File: config.mk
export PLATFORM = sky130hd
export DESIGN_NAME = burst_addr_seq
export DESIGN_NICKNAME = d
export VERILOG_FILES = /design/src/rtl/bsq_pkg.sv /design/src/rtl/bsq_beat_ctr.sv /design/src/rtl/bsq_base_reg.sv /design/src/rtl/bsq_low_map.sv /design/src/rtl/burst_addr_seq.sv
export SDC_FILE = /design/constraint.sdc
export NUM_CORES = 1
export LEC_CHECK = 0
export CELL_PAD_IN_SITES_DETAIL_PLACEMENT = 1
export CELL_PAD_IN_SITES_GLOBAL_PLACEMENT = 1
export CORE_ASPECT_RATIO = 0.9
export CORE_MARGIN = 2
export CORE_UTILIZATION = 26
export CTS_CLUSTER_SIZE = 24
export DETAILED_ROUTE_END_ITERATION = 10
export PLACE_DENSITY_LB_ADDON = 0.05
export SKIP_CTS_REPAIR_TIMING = 1
export SLEW_MARGIN = 20
export SYNTH_ARGS = -nofsm -noshare
export SYNTH_HDL_FRONTEND = slang
export SYNTH_SLANG_ARGS = --single-unit
File: constraint.sdc
create_clock -name clk -period 1 [get_ports clk]
set_input_delay 0.25 -clock clk [delete_from_list [all_inputs] [get_ports clk]]
set_output_delay 0.25 -clock clk [all_outputs]
set_load 0.01 [all_outputs]
File: src/rtl/bsq_pkg.sv
package bsq_pkg;

   typedef enum logic {
      ORD_LINEAR     = 1'b0,
      ORD_INTERLEAVE = 1'b1
   } order_e;

endpackage

File: src/rtl/bsq_beat_ctr.sv
module bsq_beat_ctr #(
   parameter int BEAT_W = 2
) (
   input  logic              clk,
   input  logic              rst_n,
   input  logic              load,
   input  logic              adv_n,
   output logic [BEAT_W-1:0] beat_q
);

   localparam logic [BEAT_W-1:0] LAST_BEAT = {BEAT_W{1'b1}};
   localparam logic [BEAT_W-1:0] ONE       = BEAT_W'(1);

   if (BEAT_W < 1) begin : g_bad_beat_w
      $error("bsq_beat_ctr: BEAT_W must be at least 1");
   end

   always_ff @(posedge clk) begin
      if (!rst_n) begin
         beat_q <= '0;
      end else if (load) begin
         beat_q <= '0;
      end else if (!adv_n) begin
         beat_q <= beat_q + ONE;
      end
   end

   a_r7_wait_holds: assert property (@(posedge clk) disable iff (!rst_n)
      (!load && adv_n) |=> $stable(beat_q));

   a_r8_load_clears: assert property (@(posedge clk) disable iff (!rst_n)
      load |=> (beat_q == '0));

   a_r9_wraps: assert property (@(posedge clk) disable iff (!rst_n)
      (!load && !adv_n && beat_q == LAST_BEAT) |=> (beat_q == '0));

   a_r4_steps: assert property (@(posedge clk) disable iff (!rst_n)
      (!load && !adv_n) |=> (beat_q == $past(beat_q) + ONE));

endmodule

File: src/rtl/bsq_base_reg.sv
module bsq_base_reg #(
   parameter int ADDR_W = 16
) (
   input  logic              clk,
   input  logic              rst_n,
   input  logic              load,
   input  logic [ADDR_W-1:0] d,
   output logic [ADDR_W-1:0] q
);

   if (ADDR_W < 2) begin : g_bad_addr_w
      $error("bsq_base_reg: ADDR_W must be at least 2");
   end

   always_ff @(posedge clk) begin
      if (!rst_n) begin
         q <= '0;
      end else if (load) begin
         q <= d;
      end
   end

   a_r10_no_load_stable: assert property (@(posedge clk) disable iff (!rst_n)
      !load |=> $stable(q));

endmodule

File: src/rtl/bsq_low_map.sv
module bsq_low_map
   import bsq_pkg::*;
#(
   parameter int BEAT_W = 2
) (
   input  logic [BEAT_W-1:0] start,
   input  logic [BEAT_W-1:0] beat,
   input  order_e            order,
   output logic [BEAT_W-1:0] low
);

   logic [BEAT_W-1:0] lin_low;
   logic [BEAT_W-1:0] ilv_low;

   // Interleaved: each bit is flipped independently by the matching beat bit.
   for (genvar b = 0; b < BEAT_W; b++) begin : g_ilv_bit
      assign ilv_low[b] = start[b] ^ beat[b];
   end

   // Linear: wrapping add within the aligned group.
   if (BEAT_W == 1) begin : g_lin_one
      assign lin_low = start ^ beat;
   end else begin : g_lin_add
      assign lin_low = start + beat;
   end

   always_comb begin
      low = (order == ORD_INTERLEAVE) ? ilv_low : lin_low;
   end

endmodule

File: src/rtl/burst_addr_seq.sv
module burst_addr_seq
   import bsq_pkg::*;
#(
   parameter int ADDR_W = 16,
   parameter int BEAT_W = 2
) (
   input  logic              clk,
   input  logic              rst_n,
   input  logic [ADDR_W-1:0] ext_addr,
   input  logic              ld_a_n,
   input  logic              ld_b_n,
   input  logic              adv_n,
   input  logic              order_sel,
   output logic [ADDR_W-1:0] addr_q,
   output logic [BEAT_W-1:0] beat_idx
);

   localparam int HI_W = ADDR_W - BEAT_W;
   localparam logic [BEAT_W-1:0] ONE = BEAT_W'(1);

   if (BEAT_W < 1 || BEAT_W >= ADDR_W) begin : g_bad_split
      $error("burst_addr_seq: need 1 <= BEAT_W < ADDR_W");
   end

   logic              load;
   logic [ADDR_W-1:0] base_q;
   logic [BEAT_W-1:0] low;
   order_e            order;

   assign load  = ~ld_a_n | ~ld_b_n;
   assign order = order_e'(order_sel);

   bsq_base_reg #(.ADDR_W(ADDR_W)) u_base (
      .clk   (clk),
      .rst_n (rst_n),
      .load  (load),
      .d     (ext_addr),
      .q     (base_q)
   );

   bsq_beat_ctr #(.BEAT_W(BEAT_W)) u_beat (
      .clk    (clk),
      .rst_n  (rst_n),
      .load   (load),
      .adv_n  (adv_n),
      .beat_q (beat_idx)
   );

   bsq_low_map #(.BEAT_W(BEAT_W)) u_map (
      .start (base_q[BEAT_W-1:0]),
      .beat  (beat_idx),
      .order (order),
      .low   (low)
   );

   assign addr_q = {base_q[ADDR_W-1:BEAT_W], low};

   a_r2_load_takes_addr: assert property (@(posedge clk) disable iff (!rst_n)
      load |=> (addr_q == $past(ext_addr) && beat_idx == '0));

   a_r6_upper_held: assert property (@(posedge clk) disable iff (!rst_n)
      !load |=> (addr_q[ADDR_W-1:BEAT_W] == $past(addr_q[ADDR_W-1:BEAT_W])));

   a_r5_linear_step: assert property (@(posedge clk) disable iff (!rst_n)
      (!load && !adv_n && !order_sel && !$past(order_sel)) |=>
      (addr_q[BEAT_W-1:0] == $past(addr_q[BEAT_W-1:0]) + ONE));

   a_r4_interleave_step: assert property (@(posedge clk) disable iff (!rst_n)
      (!load && !adv_n && order_sel) |=>
      ((addr_q[BEAT_W-1:0] ^ $past(addr_q[BEAT_W-1:0])) ==
       (beat_idx ^ $past(beat_idx))));

   a_r7_wait_addr: assert property (@(posedge clk) disable iff (!rst_n)
      (!load && adv_n && $stable(order_sel)) |=> $stable(addr_q));

   initial begin
      a_r1_split_ok: assert (HI_W >= 1);
   end

endmodule

# Word level (Yosys, flattened, before mapping)
# Cells that the tools add are included.
[word_totals] reg_bits=18 latch_bits=0 mem_bits_rw=0 mem_bits_ro=0 inputBits=22 output_inout_bits=18 n_memories=0
[op_classes] add_sub_neg=2 mul=0 div=0 magnitude_cmp=0 n_eq_ne=0 shifts=0 mux=1 bitwise=6 reduce_logical=1
[op_table] cell="NOT 1 bit" n=3
[op_table] cell="adder 2 x 1 -> 2 bit (second input constant)" n=1
[op_table] cell="adder 2 bit" n=1
[op_table] cell="2-to-1 mux 2 bit" n=1
[op_table] cell="OR reduction 2 bit" n=1
[op_table] cell="XOR 1 bit" n=2
[op_table] cell="OR 1 bit" n=1

# Longest topological paths before layout
# Gate-level depths: netlist (run 1).
[logic_depth] word_depth=3 ltp_mapped=5 ltp_nobuf=3

# Modules after synthesis
# A second synthesis (run 1) with hierarchy kept.
[unflattened] hier_cells=64 area_unflattened_um2=742.0
[modules_own_cells] module="bsq_base_reg" instances=1 cells_each=51 area_each_um2=615.6 seq_area_each_um2=320.3
[modules_own_cells] module="bsq_beat_ctr" instances=1 cells_each=8 area_each_um2=86.3 seq_area_each_um2=40.0
[modules_own_cells] module="bsq_low_map" instances=1 cells_each=4 area_each_um2=36.3 seq_area_each_um2=0.0
[modules_own_cells] module="burst_addr_seq" instances=1 cells_each=1 area_each_um2=3.8 seq_area_each_um2=0.0

# Worst setup path before layout (run 1)
# No wires, ideal clock.
[synth_timing] kind="register -> output" from="register u_beat.beat_q[0]" to="output port addr_q[1]" arrival_ns=0.885 required_ns=0.750 slack_ns=-0.135 stages_incl_launch_ff=4 n_path_buf=0 path_cell_list="dfxtp_1 -> ha_1 -> nor2b_1 -> xnor2_1"
[synth_via] elab_chain_cells=2
[synth_rtl] item="start, declared" line="bsq_beat_ctr.sv:8" rtl="output logic [BEAT_W-1:0] beat_q"
[synth_rtl] item="start signal, assigned" line="bsq_beat_ctr.sv:24" rtl="beat_q <= beat_q + ONE;"
[synth_rtl] item="adder 2 bit" line="bsq_low_map.sv:24" rtl="assign lin_low = start + beat;"
[synth_rtl] item="2-to-1 mux 2 bit" line="bsq_low_map.sv:28" rtl="low = (order == ORD_INTERLEAVE) ? ilv_low : lin_low;"
[synth_rtl] item="end, declared" line="burst_addr_seq.sv:14" rtl="output logic [ADDR_W-1:0] addr_q,"
# Every way passes these cells.

# Worst setup path in the final report (run 1)
# Ends and elaborated chain as after synthesis.

==> results of run 1 <==
[routing by layer]
metal,track usage (%),vias to the layer above,share of wire [%]
met5,0,-,0
met4,1.82,0,0.65
met3,4.40,2,7.2
met2,18.2,25,45
met1,12.4,328,46
li1,-,368,-
[kinds of logic (layout without fill, tap and decap cells)]
family | Yosys count | count (layout) | share of synthesized area [%]
AND/OR/NAND/NOR | 40 | 40 | 18.7
XOR/XNOR | 3 | 3 | 3.05
flip-flops | 18 | 18 | 41.9
buffers and inverters | 18 | 57 | 16.6
adder cells (fa/ha/maj) | 1 | 1 | 1.45
AO/OA/AOI/OAI | 16 | 16 | 18.3
[power by group]
group / switching, uW / internal, uW
Combinational: 126 / 200
Sequential: 21.9 / 762
Clock: 244 / 350
Total: 392 / 1310
[flip-flops by register name, indices dropped and copies added, names as in the netlist]
name,flops
u_beat.beat_q,2
u_base.q,16
[per-stage QoR]
step           area [um2]  power (uW)  instances  TNS [ns]  setup WS [ns]
2_1_floorplan         880         970         96   -0.0419        -0.0419
5_1_grt              1340        1790        177    -0.889         -0.464
3_5_place_dp         1280        1140        169     -8.97         -0.781
6_report             1340        1700        177    -0.732         -0.395
4_1_cts              1340        1750        173     -9.17         -0.871
3_3_place_gp         1280        1140        169     -8.64         -0.735
[layout make-up]
class / instances / area, um2 / area share (%)
Tap cell: 42 / 52.6 / 3.91
Multi-Input combinational cell: 60 / 398 / 29.6
Timing Repair Buffer: 53 / 465 / 34.7
Clock buffer: 4 / 55.1 / 4.10
Sequential cell: 18 / 372 / 27.7
[worst max path at each step]
stage / startpoint / endpoint / slack (ns) / cells after the start
5_1_grt: u_beat.beat_q[0]$_SDFFE_PP0N_ / addr_q[1] / -0.46 / 4
3_3_place_gp: order_sel / addr_q[1] / -0.73 / 4
4_1_cts: u_base.q[0]$_SDFFE_PN0P_ / addr_q[1] / -0.87 / 4
6_report: u_beat.beat_q[0]$_SDFFE_PP0N_ / addr_q[1] / -0.40 / 4
3_5_place_dp: order_sel / addr_q[1] / -0.78 / 4
2_1_floorplan: u_beat.beat_q[0]$_SDFFE_PP0N_ / addr_q[1] / -0.04 / 3
[critical path: cells and delay by family (launching register included)]
family,cells,cell delay [ns]
XOR/XNOR,1,0.12
adder cells (fa/ha/maj),1,0.12
buffers and inverters,1,0.15
flip-flops,1,0.35
AND/OR/NAND/NOR,1,0.15
[cells in the final DEF (no fill, tap or decap), types with 2 or more instances in the layout]
cell type	count
sky130_fd_sc_hd__nand2_1	34
sky130_fd_sc_hd__clkbuf_2	12
sky130_fd_sc_hd__clkbuf_8	4
sky130_fd_sc_hd__buf_2	3
sky130_fd_sc_hd__xnor2_2	2
sky130_fd_sc_hd__buf_4	9
sky130_fd_sc_hd__buf_12	2
sky130_fd_sc_hd__a21boi_0	5
sky130_fd_sc_hd__dlymetal6s2s_1	2
sky130_fd_sc_hd__dfxtp_1	9
sky130_fd_sc_hd__dfxtp_2	9
sky130_fd_sc_hd__a21boi_2	10
sky130_fd_sc_hd__clkdlybuf4s50_1	19
sky130_fd_sc_hd__buf_6	6
==> run summary, run 1 <==
The run finished, with violations left. The final reports fail on negative setup slack. The final hold slack came out at around 0.46 ns. The total clock sinks came out at 18. The count of flip-flops with a built-in enable after synthesis came out at 0. The share of post-route cells with drive strength above 1 is about 45%. The maximum clock skew at final layout came out at 0.0000458 ns.

The min-delay analysis places its worst path in the category register to register. The cell count after synthesis came out at 96. The depth of the worst register-to-register path is 4. The maximum fanout along the worst path came out at 2. In this run the most critical hold path is launched from u_base.q[6]$_SDFFE_PN0P_.

The mean area per synthesized cell came out at 8.97 um2. The total half-perimeter wirelength after legalization and detailed placement came out at 1450 um. The number of vias per cell after detailed routing came out at between 4 and 5. Among all stages on the critical path, the largest delay is contributed by sky130_fd_sc_hd__dfxtp_2. STA classifies the critical path startpoint as a register. The max-slew headroom at the worst pin came out at between 80% and 90%. The via total after detailed routing came out at 723. In this run the number of H-tree levels came out at 1.

The power per standard cell area came out at around 1300 nW/um2. The leading register cell type out of synthesis is sky130_fd_sc_hd__dfxtp_1. The routability-driven placement congestion ratio came out at approximately 0.64. After detailed routing, the total wire length is between 2000 and 2500 um. The largest stage delay on the critical path came out at 0.35 ns.

The initial antenna violation count is 0. By area the synthesized netlist is led by sky130_fd_sc_hd__dfxtp_1 42%, sky130_fd_sc_hd__nand2_1 15%, sky130_fd_sc_hd__a21boi_2 13%, sky130_fd_sc_hd__buf_4 13%, sky130_fd_sc_hd__a21boi_0 5.2%. The mean routed wirelength per cell came out at 11.3 um. The register-to-register path setup slack is ~0.080 ns.

The placeable core region came out at ~3100 um2. The launch instance of the worst register-to-register path is u_beat.beat_q[0]$_SDFFE_PP0N_. The class of the most critical setup path is register to output port. For this run the aggregate overflow at the end of global routing stands at 0. The number of top-level pins came out at 40. For this run, the detailed router's first-pass iteration total came to 4. The number of cells traversed by the worst hold path came out at 2. The register area share after synthesis is between 40% and 50%. The clock tree from TritonCTS is built.

The number of different library cells in the post-synthesis netlist is 14. After the last flow step, the layout net total stands at 159. CTS placed an instance of sky130_fd_sc_hd__clkbuf_8 at the clock tree root. The flip-flop and latch count after synthesis came out at 18.

The largest area contributor in the synthesized netlist is sky130_fd_sc_hd__dfxtp_1. For the finished layout, the period the worst path requires is 1.40 ns. The number of global-route vias before repair is a little over 700. The die outline width came out at roughly 65 um. The number of failing setup endpoints in the final timing report came out at 4.

The final worst-path cycle share came out at 140%. The post-synthesis instance area is 861 um2. The area of the die came out at roughly 3800 um2. The final standard cell utilization of the core came out at 43.1%. The post-synthesis to final-layout area growth came out at 56.0%. The final count of pins violating max slew came out at 0.

The effective utilization at floorplan came out at 27.6%. The final count of hold timing violations is 0. The number of clock buffers inserted by TritonCTS is 3.

The global-route usage over all layers came out at about a tenth. Once detail routing completed, the nets flagged for antenna violations numbered 0. The commonest cells after synthesis are 34 x sky130_fd_sc_hd__nand2_1, 18 x sky130_fd_sc_hd__dfxtp_1, 15 x sky130_fd_sc_hd__buf_4. Of all flip-flops after synthesis, the portion carrying an async set or reset was 0%. By instance count, the leading cell after synthesis is sky130_fd_sc_hd__nand2_1.

The die is 58.6 um tall. Data on the critical path arrives at its endpoint at ~1.2 ns. The violation count after the first detailed-routing iteration came out at 12. The worst IR drop on VDD is around 650 uV.

The slew of the pin with the lowest slew margin is a little under 0.2 ns. The setup slack after layout is -0.395 ns. The Yosys step of the flow raised 0 warnings. The maximum number of pins on one net before global-route repair is 14. The number of nets in the synthesized netlist is between 100 and 150. The maximum clock insertion buffer count came out at 2.

The final routed DRC violation total is 0. Setup repair after global routing could not meet its margin everywhere. The number of violations of the max-capacitance limit came out at 0. The worst register-to-register path ends at u_beat.beat_q[1]$_SDFFE_PP0N_. The clock latency at the later pin of the worst-skew pair is 0.25 ns. Walking the worst path, the cells encountered are ha_4 -> nor2b_4 -> xnor2_2 -> buf_2. The number of inserted diodes is 0.

The layout has 372 filler cells. STA classifies the critical path endpoint as an output port. Clock-pin slew was measured on the worst setup and hold paths at roughly 0.070 ns. The wire length of the first global-routing pass is 3050 um. The leakage power figure is 0.000593 uW.

The path with the worst hold slack has its endpoint at u_base.q[6]$_SDFFE_PN0P_. Row generation in the floorplan step produced 19 rows. The number of buffers inserted by port buffering is 39. Derived from the worst setup path, the maximum achievable clock frequency is between 0.7 and 0.8 GHz. The data required time at the worst endpoint came out at around 0.75 ns. The share of synthesized area in the top cell type comes to approximately two fifths.
No activity file was read; power rests on OpenSTA's default activity.
==> run 2, diff against run 1 <==
Settings changed: CORE_UTILIZATION 26 to 25, SYNTH_HIERARCHICAL from default to 1.
==> run 2 against run 1 <==
- combinational power is 10% higher
- synthesized area is 14% lower
- register-to-register slack about the same
- critical path depth is the same
- the run still ends with negative setup slack left
==> run summary, run 2 <==
The slew of the pin with the lowest slew margin is 0.188 ns (was 0.192 ns). The clock network fraction of design power is 27.3% (was 34.8%). The maximum clock skew at final layout is 0.000117 ns (was 0.0000458 ns). The setup slack after layout came to -0.424 ns (was -0.395 ns). The internal power component is 1230 uW (was 1310 uW). The number of different library cells in the post-synthesis netlist came out at 14 (unchanged).

The leftover overflow at the end of global routing is 0 (unchanged). The clock tree root driver cell is sky130_fd_sc_hd__clkbuf_4 (was sky130_fd_sc_hd__clkbuf_8). The final total power is 1600 uW (was 1700 uW). The post-synthesis instance area was 742 um2 (was 861 um2). The class of the most critical setup path is register to output port (unchanged). The power per standard cell area came out at 1160 nW/um2 (was 1270 nW/um2). Top post-synthesis cells by area: sky130_fd_sc_hd__dfxtp_1 49%, sky130_fd_sc_hd__mux2i_1 22%, sky130_fd_sc_hd__nor2b_1 14%, sky130_fd_sc_hd__xnor2_1 3.5%, sky130_fd_sc_hd__buf_12 2.7% (was sky130_fd_sc_hd__dfxtp_1 42%, sky130_fd_sc_hd__nand2_1 15%, sky130_fd_sc_hd__a21boi_2 13%, sky130_fd_sc_hd__buf_4 13%, sky130_fd_sc_hd__a21boi_0 5.2%).

The largest area contributor in the synthesized netlist is sky130_fd_sc_hd__dfxtp_1 (unchanged). The die outline width is 61.4 um (was 64.7 um). The flip-flop count of the largest register after layout is 16 (unchanged). The final sum of negative setup slack is -0.911 ns (was -0.732 ns). The number of global-route vias before repair is 646 (was 705). The leakage power figure is 0.000648 uW (was 0.000593 uW). The maximum clock insertion buffer count is 2 (unchanged). The maximum clock rate came to 0.702 GHz (was 0.717 GHz). The shortest clock period the worst path allows after layout came out at 1.42 ns (was 1.40 ns).

The H-tree level count came out at 1 (unchanged). The mean routed wirelength per cell is 11.7 um (was 11.3 um). The data arrival at the endpoint of the critical path came to 1.17 ns (was 1.15 ns).

The CTS clock-pin slew for the worst setup and hold paths came out at 0.10 ns (was 0.07 ns). The most frequent standard cell in the layout excluding fill and tap cells is sky130_fd_sc_hd__clkdlybuf4s50_1 (was sky130_fd_sc_hd__nand2_1). The routability-driven placement congestion ratio was 0.595 (was 0.642). The violation count after the first detailed-routing iteration is 3 (was 12).

Registers with the highest flip-flop counts: u_base/q (16), u_beat/beat_q (2) (was u_base.q (16), u_beat.beat_q (2)). The number of warnings printed during yosys synthesis came to 6 (was 0). The fraction of synthesis flops using an asynchronous set or reset pin is 0% (unchanged).

The number of vias per cell after detailed routing is 4.09 (was 4.08). The total placed cells including tap cells is 148 (was 169). The gate count after technology mapping is 64 (was 96). Violations in the final reports: negative setup slack (unchanged). The count of TritonRoute iterations in the first routing pass came out at 2 (was 4). The kind of start point of the critical path is a register (unchanged). The max-slew headroom at the worst pin is 87.4% (was 87.1%).

The net switching share of the total power came out at 22.8% (was 23.0%). Top library cells by usage in the layout, fill and taps aside: 19 x sky130_fd_sc_hd__clkdlybuf4s50_1, 18 x sky130_fd_sc_hd__buf_6, 17 x sky130_fd_sc_hd__dfxtp_2, 16 x sky130_fd_sc_hd__nor2b_1, 15 x sky130_fd_sc_hd__mux2i_1 (was 34 x sky130_fd_sc_hd__nand2_1, 19 x sky130_fd_sc_hd__clkdlybuf4s50_1, 12 x sky130_fd_sc_hd__clkbuf_2, 10 x sky130_fd_sc_hd__a21boi_2). The initial antenna violation count is 0 (unchanged).

The number of buffers inserted by port buffering is 39 (unchanged). The net total in the final layout came out at 138 (was 159). The number of clock buffers inserted by TritonCTS is 3 (unchanged). The number of violations of the max-capacitance limit is 0 (unchanged). The data required time at the worst endpoint came out at 0.75 ns (about the same). The post-synthesis to final-layout area growth is 86.2% (was 56.0%). The global-route usage over all layers came out at 10.6% (was 10.5%). The post-layout instance count excluding filler cells is 154 (was 177).

The final routed DRC violation total is 0 (unchanged). The final count of hold timing violations came out at 0 (unchanged). The leading register cell type out of synthesis is sky130_fd_sc_hd__dfxtp_1 (unchanged). The mean area per synthesized cell came out at 11.6 um2 (was 8.97 um2). The total length of routed wires is 1800 um (was 2000 um). The type of the tightest min-delay check is input pin to register (was register to register). The final hold slack is 0.433 ns (was 0.459 ns). The number of nets in the synthesized netlist came to 87 (was 119). The cell row count came out at 18 (was 19).

The final worst-path cycle share came out at 142% (was 140%). Run status: complete, but fails checks (unchanged). The via total after detailed routing is 630 (was 723).

The critical path endpoint category is an output port (unchanged). The register with the most flip-flops is u_base/q (was u_base.q). The clock latency at the later pin of the worst-skew pair was 0.29 ns (was 0.25 ns). The share of post-route cells with drive strength above 1 came to 50.0% (was 45.2%). The total half-perimeter wirelength after legalization and detailed placement was 1270 um (was 1450 um). Unrepaired setup endpoints after global routing: true (unchanged). The effective utilization at floorplan is 26.6% (was 27.6%). The area of the die came to 3420 um2 (was 3790 um2). The sequential share of power is 50.0% (was 46.0%). The number of top-level pins is 40 (unchanged). The share of total power in combinational logic is 22.6% (was 19.2%).

The fraction of post-synthesis cell area in the top cell type by area came out at 48.6% (was 41.9%). The flip-flop and latch count after synthesis is 18 (unchanged). The filler cell count came to 330 (was 372). The total clock sinks came out at 18 (unchanged).

The placeable core region is 2790 um2 (was 3110 um2). The library cell with the highest instance count after synthesis is sky130_fd_sc_hd__dfxtp_1 (was sky130_fd_sc_hd__nand2_1). The count of flip-flops with a built-in enable after synthesis is 0 (unchanged).

The maximum number of pins on one net before global-route repair came out at 12 (was 14). The register area share after synthesis came out at 48.6% (was 41.9%). The power dissipated by switching net loads is 364 uW (was 392 uW). The clock tree from TritonCTS was built (unchanged).

Most used standard cells in the synthesized netlist: 18 x sky130_fd_sc_hd__dfxtp_1, 17 x sky130_fd_sc_hd__nor2b_1, 16 x sky130_fd_sc_hd__mux2i_1 (was 34 x sky130_fd_sc_hd__nand2_1, 18 x sky130_fd_sc_hd__dfxtp_1, 15 x sky130_fd_sc_hd__buf_4). The antenna violation net count after detailed routing is 0 (unchanged). The wire length of the first global-routing pass is 2770 um (was 3050 um). The maximum fanout along the worst path is 2 (unchanged).

The number of inserted diodes came out at 0 (unchanged). The number of failing setup endpoints in the final timing report came out at 4 (unchanged). The final count of pins violating max slew came out at 0 (unchanged). The vertical extent of the die was 55.7 um (was 58.6 um). The worst IR drop on VDD came to 695 uV (was 650 uV).
## run 2: cell count changes after synthesis, sizes merged
cell,delta
buf,-15
and2,-1
and2b,+1
nand2b,+1
nand2,-33
nor2b,+15
a21boi,-16
mux2i,+16
## run 2: layout make-up
cell class	count	area, um2	share of cell area [%]
well taps	40	50.0	3.62
clock buffers	4	36.3	2.63
multi-input cells	43	393	28.4
flip-flops and latches	18	382	27.6
repair buffers	49	520	37.7
## run 2: metal layers
metal	part of all wire [%]	wire, um	global-route usage (%)	vias to the layer above
li1	-	-	-	309
met1	42	749	13.3	297
met2	50	896	16.4	22
met3	7.8	141	4.88	2
met4	0.83	15	2.74	0
met5	0	0	0	-
## run 2: critical path, cell delays in order (launching register included)
cell and delay [ns]:
sky130_fd_sc_hd__dfxtp_2 0.37, sky130_fd_sc_hd__ha_4 0.13, sky130_fd_sc_hd__nor2b_4 0.14, sky130_fd_sc_hd__xnor2_2 0.10, sky130_fd_sc_hd__buf_2 0.14
## run 2: path summary, 6_finish.rpt
kind | cells after the start | to | from | slack (ns)
setup / recovery | 4 | addr_q[1] | u_base/q[0]$_SDFFE_PN0P_ | -0.42
hold / removal | 4 | u_beat/beat_q[1]$_SDFFE_PP0N_ | ld_a_n | 0.43
hold reg to reg | 2 | u_base/q[9]$_SDFFE_PN0P_ | u_base/q[9]$_SDFFE_PN0P_ | 0.53
setup reg to reg | 4 | u_beat/beat_q[1]$_SDFFE_PP0N_ | u_beat/beat_q[0]$_SDFFE_PP0N_ | 0.09
## run 2: cells by family after synthesis
kind of cell             share of synthesized area, %
buffers and inverters                            4.72
adder cells (fa/ha/maj)                          1.69
AND/OR/NAND/NOR                                  19.9
XOR/XNOR                                         3.54
multiplexers                                     21.6
flip-flops                                       48.6
## run 2: power by group through the flow
stage	combinational, uW	sequential [uW]	clock (uW)
6_report	361	800	437
5_1_grt	392	805	503
4_1_cts	339	783	470
3_5_place_dp	337	798	0
3_3_place_gp	333	796	0
2_1_floorplan	117	815	0
## run 2: stage by stage
stage / cell area, um2 / util (%) / setup WS, ns
4_1_cts: 1270 / 45.7 / -0.901
3_3_place_gp: 1240 / 44.4 / -0.734
2_1_floorplan: 761 / - / -0.0421
3_5_place_dp: 1240 / 44.4 / -0.752
6_report: 1380 / 49.5 / -0.424
5_1_grt: 1380 / 49.5 / -0.501
==> run 3, diff against run 2 <==
Settings changed: CORE_MARGIN 2 to 8.
==> run 3 against run 2 <==
- the run still ends with negative setup slack left
- worst setup slack worse by 0.0090 ns
- sequential share of layout area up 0.77 points
- clock power increased by 2%
- power down 0.77%
- count of clock-buffer cells in the layout stayed put
- utilization is 1.0 points lower
- register-to-register slack hardly changed
- global-route usage is 2.5 points lower
- flip-flop and latch count did not move
- non-clock buffer count is 1 lower
- sequential power shrank 0.5%
- via count fell by 1.3%
- largest power group unchanged
- highest routed layer unchanged
==> run summary, run 3 (synthesized netlist as in run 2, its figures left out) <==
The class of the most critical setup path is register to output port (unchanged). The final hold slack came out at 0.413 ns (was 0.433 ns). The number of violations of the max-capacitance limit came out at 0 (unchanged).

The final count of pins violating max slew is 0 (unchanged). The global-route usage over all layers is 8.11% (was 10.6%). The maximum clock rate is 0.698 GHz (was 0.702 GHz).

The leakage power figure came out at 0.000629 uW (was 0.000648 uW). The data arrival at the endpoint of the critical path came out at 1.18 ns (was 1.17 ns). The clock tree from TritonCTS was built (unchanged). The number of inserted diodes is 0 (unchanged). The maximum clock skew at final layout is 0.000183 ns (was 0.000117 ns). The power dissipated by switching net loads is 367 uW (was 364 uW). The type of the tightest min-delay check was input pin to register (unchanged). The post-synthesis to final-layout area growth came out at 82.3% (was 86.2%). The number of failing setup endpoints in the final timing report came out at 4 (unchanged). The net total in the final layout is 137 (was 138). The setup slack after layout was -0.433 ns (was -0.424 ns). The total clock sinks came out at 18 (unchanged). The maximum clock insertion buffer count is 2 (unchanged). The critical path endpoint category is an output port (unchanged). The number of global-route vias before repair came out at 653 (was 646). The sequential share of power is 50.2% (was 50.0%). The max-slew headroom at the worst pin is 87.7% (was 87.4%). The data required time at the worst endpoint came out at 0.75 ns (about the same). The shortest clock period the worst path allows after layout came out at 1.43 ns (was 1.42 ns). Top library cells by usage in the layout, fill and taps aside: 19 x sky130_fd_sc_hd__clkdlybuf4s50_1, 19 x sky130_fd_sc_hd__buf_6, 16 x sky130_fd_sc_hd__nor2b_1, 16 x sky130_fd_sc_hd__dfxtp_2, 15 x sky130_fd_sc_hd__mux2i_1 (was 19 x sky130_fd_sc_hd__clkdlybuf4s50_1, 18 x sky130_fd_sc_hd__buf_6, 17 x sky130_fd_sc_hd__dfxtp_2, 16 x sky130_fd_sc_hd__nor2b_1, 15 x sky130_fd_sc_hd__mux2i_1). The final count of hold timing violations is 0 (unchanged). The worst IR drop on VDD came out at 813 uV (was 695 uV). The cell row count came out at 18 (unchanged).

Registers with the highest flip-flop counts: u_base/q (16), u_beat/beat_q (2) (unchanged). The net switching share of the total power is 23.2% (was 22.8%). The die outline width is 73.4 um (was 61.4 um).

The H-tree level count was 1 (unchanged). The kind of start point of the critical path is a register (unchanged). The number of clock buffers inserted by TritonCTS was 3 (unchanged). Violations in the final reports: negative setup slack (unchanged). The total half-perimeter wirelength after legalization and detailed placement came out at 1550 um (was 1270 um). The mean routed wirelength per cell is 12.8 um (was 11.7 um). The violation count after the first detailed-routing iteration came to 22 (was 3). The final worst-path cycle share came out at 143% (was 142%). The share of post-route cells with drive strength above 1 was 49.6% (was 50.0%). Unrepaired setup endpoints after global routing: true (unchanged). The internal power component came out at 1220 uW (was 1230 uW). The final routed DRC violation total came to 0 (unchanged). The routability-driven placement congestion ratio was 0.631 (was 0.595).

The leftover overflow at the end of global routing came out at 0 (unchanged). The register with the most flip-flops is u_base/q (unchanged). The effective utilization at floorplan came out at 26.6% (unchanged). The clock network fraction of design power is 28.2% (was 27.3%). The vertical extent of the die was 67.7 um (was 55.7 um). The clock latency at the later pin of the worst-skew pair is 0.29 ns (about the same).

The slew of the pin with the lowest slew margin came out at 0.183 ns (was 0.188 ns). The count of TritonRoute iterations in the first routing pass came out at 2 (unchanged). The number of top-level pins is 40 (unchanged).

The maximum fanout along the worst path came out at 2 (unchanged). The post-layout instance count excluding filler cells is 153 (was 154). The via total after detailed routing came to 622 (was 630). The wire length of the first global-routing pass is 3060 um (was 2770 um). The initial antenna violation count came out at 0 (unchanged). The total non-filler cell area in the finished layout is 1350 um2 (was 1380 um2). The clock tree root driver cell is sky130_fd_sc_hd__clkbuf_4 (unchanged). The total length of routed wires came to 1950 um (was 1800 um). The final sum of negative setup slack is -0.936 ns (was -0.911 ns). The number of vias per cell after detailed routing is 4.07 (was 4.09). The power per standard cell area came out at 1170 nW/um2 (was 1160 nW/um2). The antenna violation net count after detailed routing is 0 (unchanged). The flip-flop count of the largest register after layout came to 16 (unchanged). The CTS clock-pin slew for the worst setup and hold paths is 0.10 ns (about the same). The placeable core region came out at 2790 um2 (unchanged).

The maximum number of pins on one net before global-route repair came out at 11 (was 12). Run status: complete, but fails checks (unchanged). The instance area after placement is 1230 um2 (was 1240 um2). The number of buffers inserted by port buffering came out at 39 (unchanged). The total placed cells including tap cells came to 148 (unchanged).

The register-to-register path setup slack is 0.09 ns (about the same). The share of total power in combinational logic came to 21.6% (was 22.6%). The area of the die is 4970 um2 (was 3420 um2).
run 3: layout make-up:
| class | instances | area, um2 |
|---|---|---|
| fill | 321 | 1440 |
| tap | 40 | 50.0 |
| clock buffer | 4 | 36.3 |
| multi-input combinational | 43 | 388 |
| timing repair buffer | 48 | 494 |
| sequential | 18 | 384 |
run 3: layer usage:
layer	up-vias	share of wire [%]	global-route usage, %
li1	306	-	-
met4	0	0.41	2.24
met5	-	0	0
met1	292	40	8.29
met3	2	9.6	5.18
met2	22	50	13.6
run 3: metrics by stage:
stage / total power [uW] / worst slack, ns / utilization, %
after global routing: 1680 / -0.496 / 48.4
final: 1590 / -0.433 / 48.4
after global placement: 1130 / -0.744 / 43.9
after CTS: 1590 / -0.899 / 45.2
after floorplan: 932 / -0.0421 / -
after detailed placement: 1130 / -0.750 / 43.9
run 3: power groups by stage:
| stage | clock network, uW | logic, uW | registers, uW |
|---|---|---|---|
| 6_report | 446 | 343 | 796 |
| 2_1_floorplan | 0 | 117 | 815 |
| 3_5_place_dp | 0 | 334 | 798 |
| 3_3_place_gp | 0 | 331 | 796 |
| 5_1_grt | 502 | 373 | 802 |
| 4_1_cts | 477 | 336 | 782 |
run 3: worst paths after layout:
kind | startpoint | cells past startpoint | to
max | u_beat/beat_q[0]$_SDFFE_PP0N_ | 4 | addr_q[1]
min | ld_a_n | 4 | u_beat/beat_q[1]$_SDFFE_PP0N_
max reg2reg | u_beat/beat_q[0]$_SDFFE_PP0N_ | 4 | u_beat/beat_q[1]$_SDFFE_PP0N_
min reg2reg | u_base/q[14]$_SDFFE_PN0P_ | 2 | u_base/q[14]$_SDFFE_PN0P_
run 3: critical path: stages (launching register included):
cell and delay (ns):
sky130_fd_sc_hd__dfxtp_4 0.37, sky130_fd_sc_hd__ha_4 0.15, sky130_fd_sc_hd__nor2b_4 0.12, sky130_fd_sc_hd__xnor2_2 0.11, sky130_fd_sc_hd__buf_2 0.14
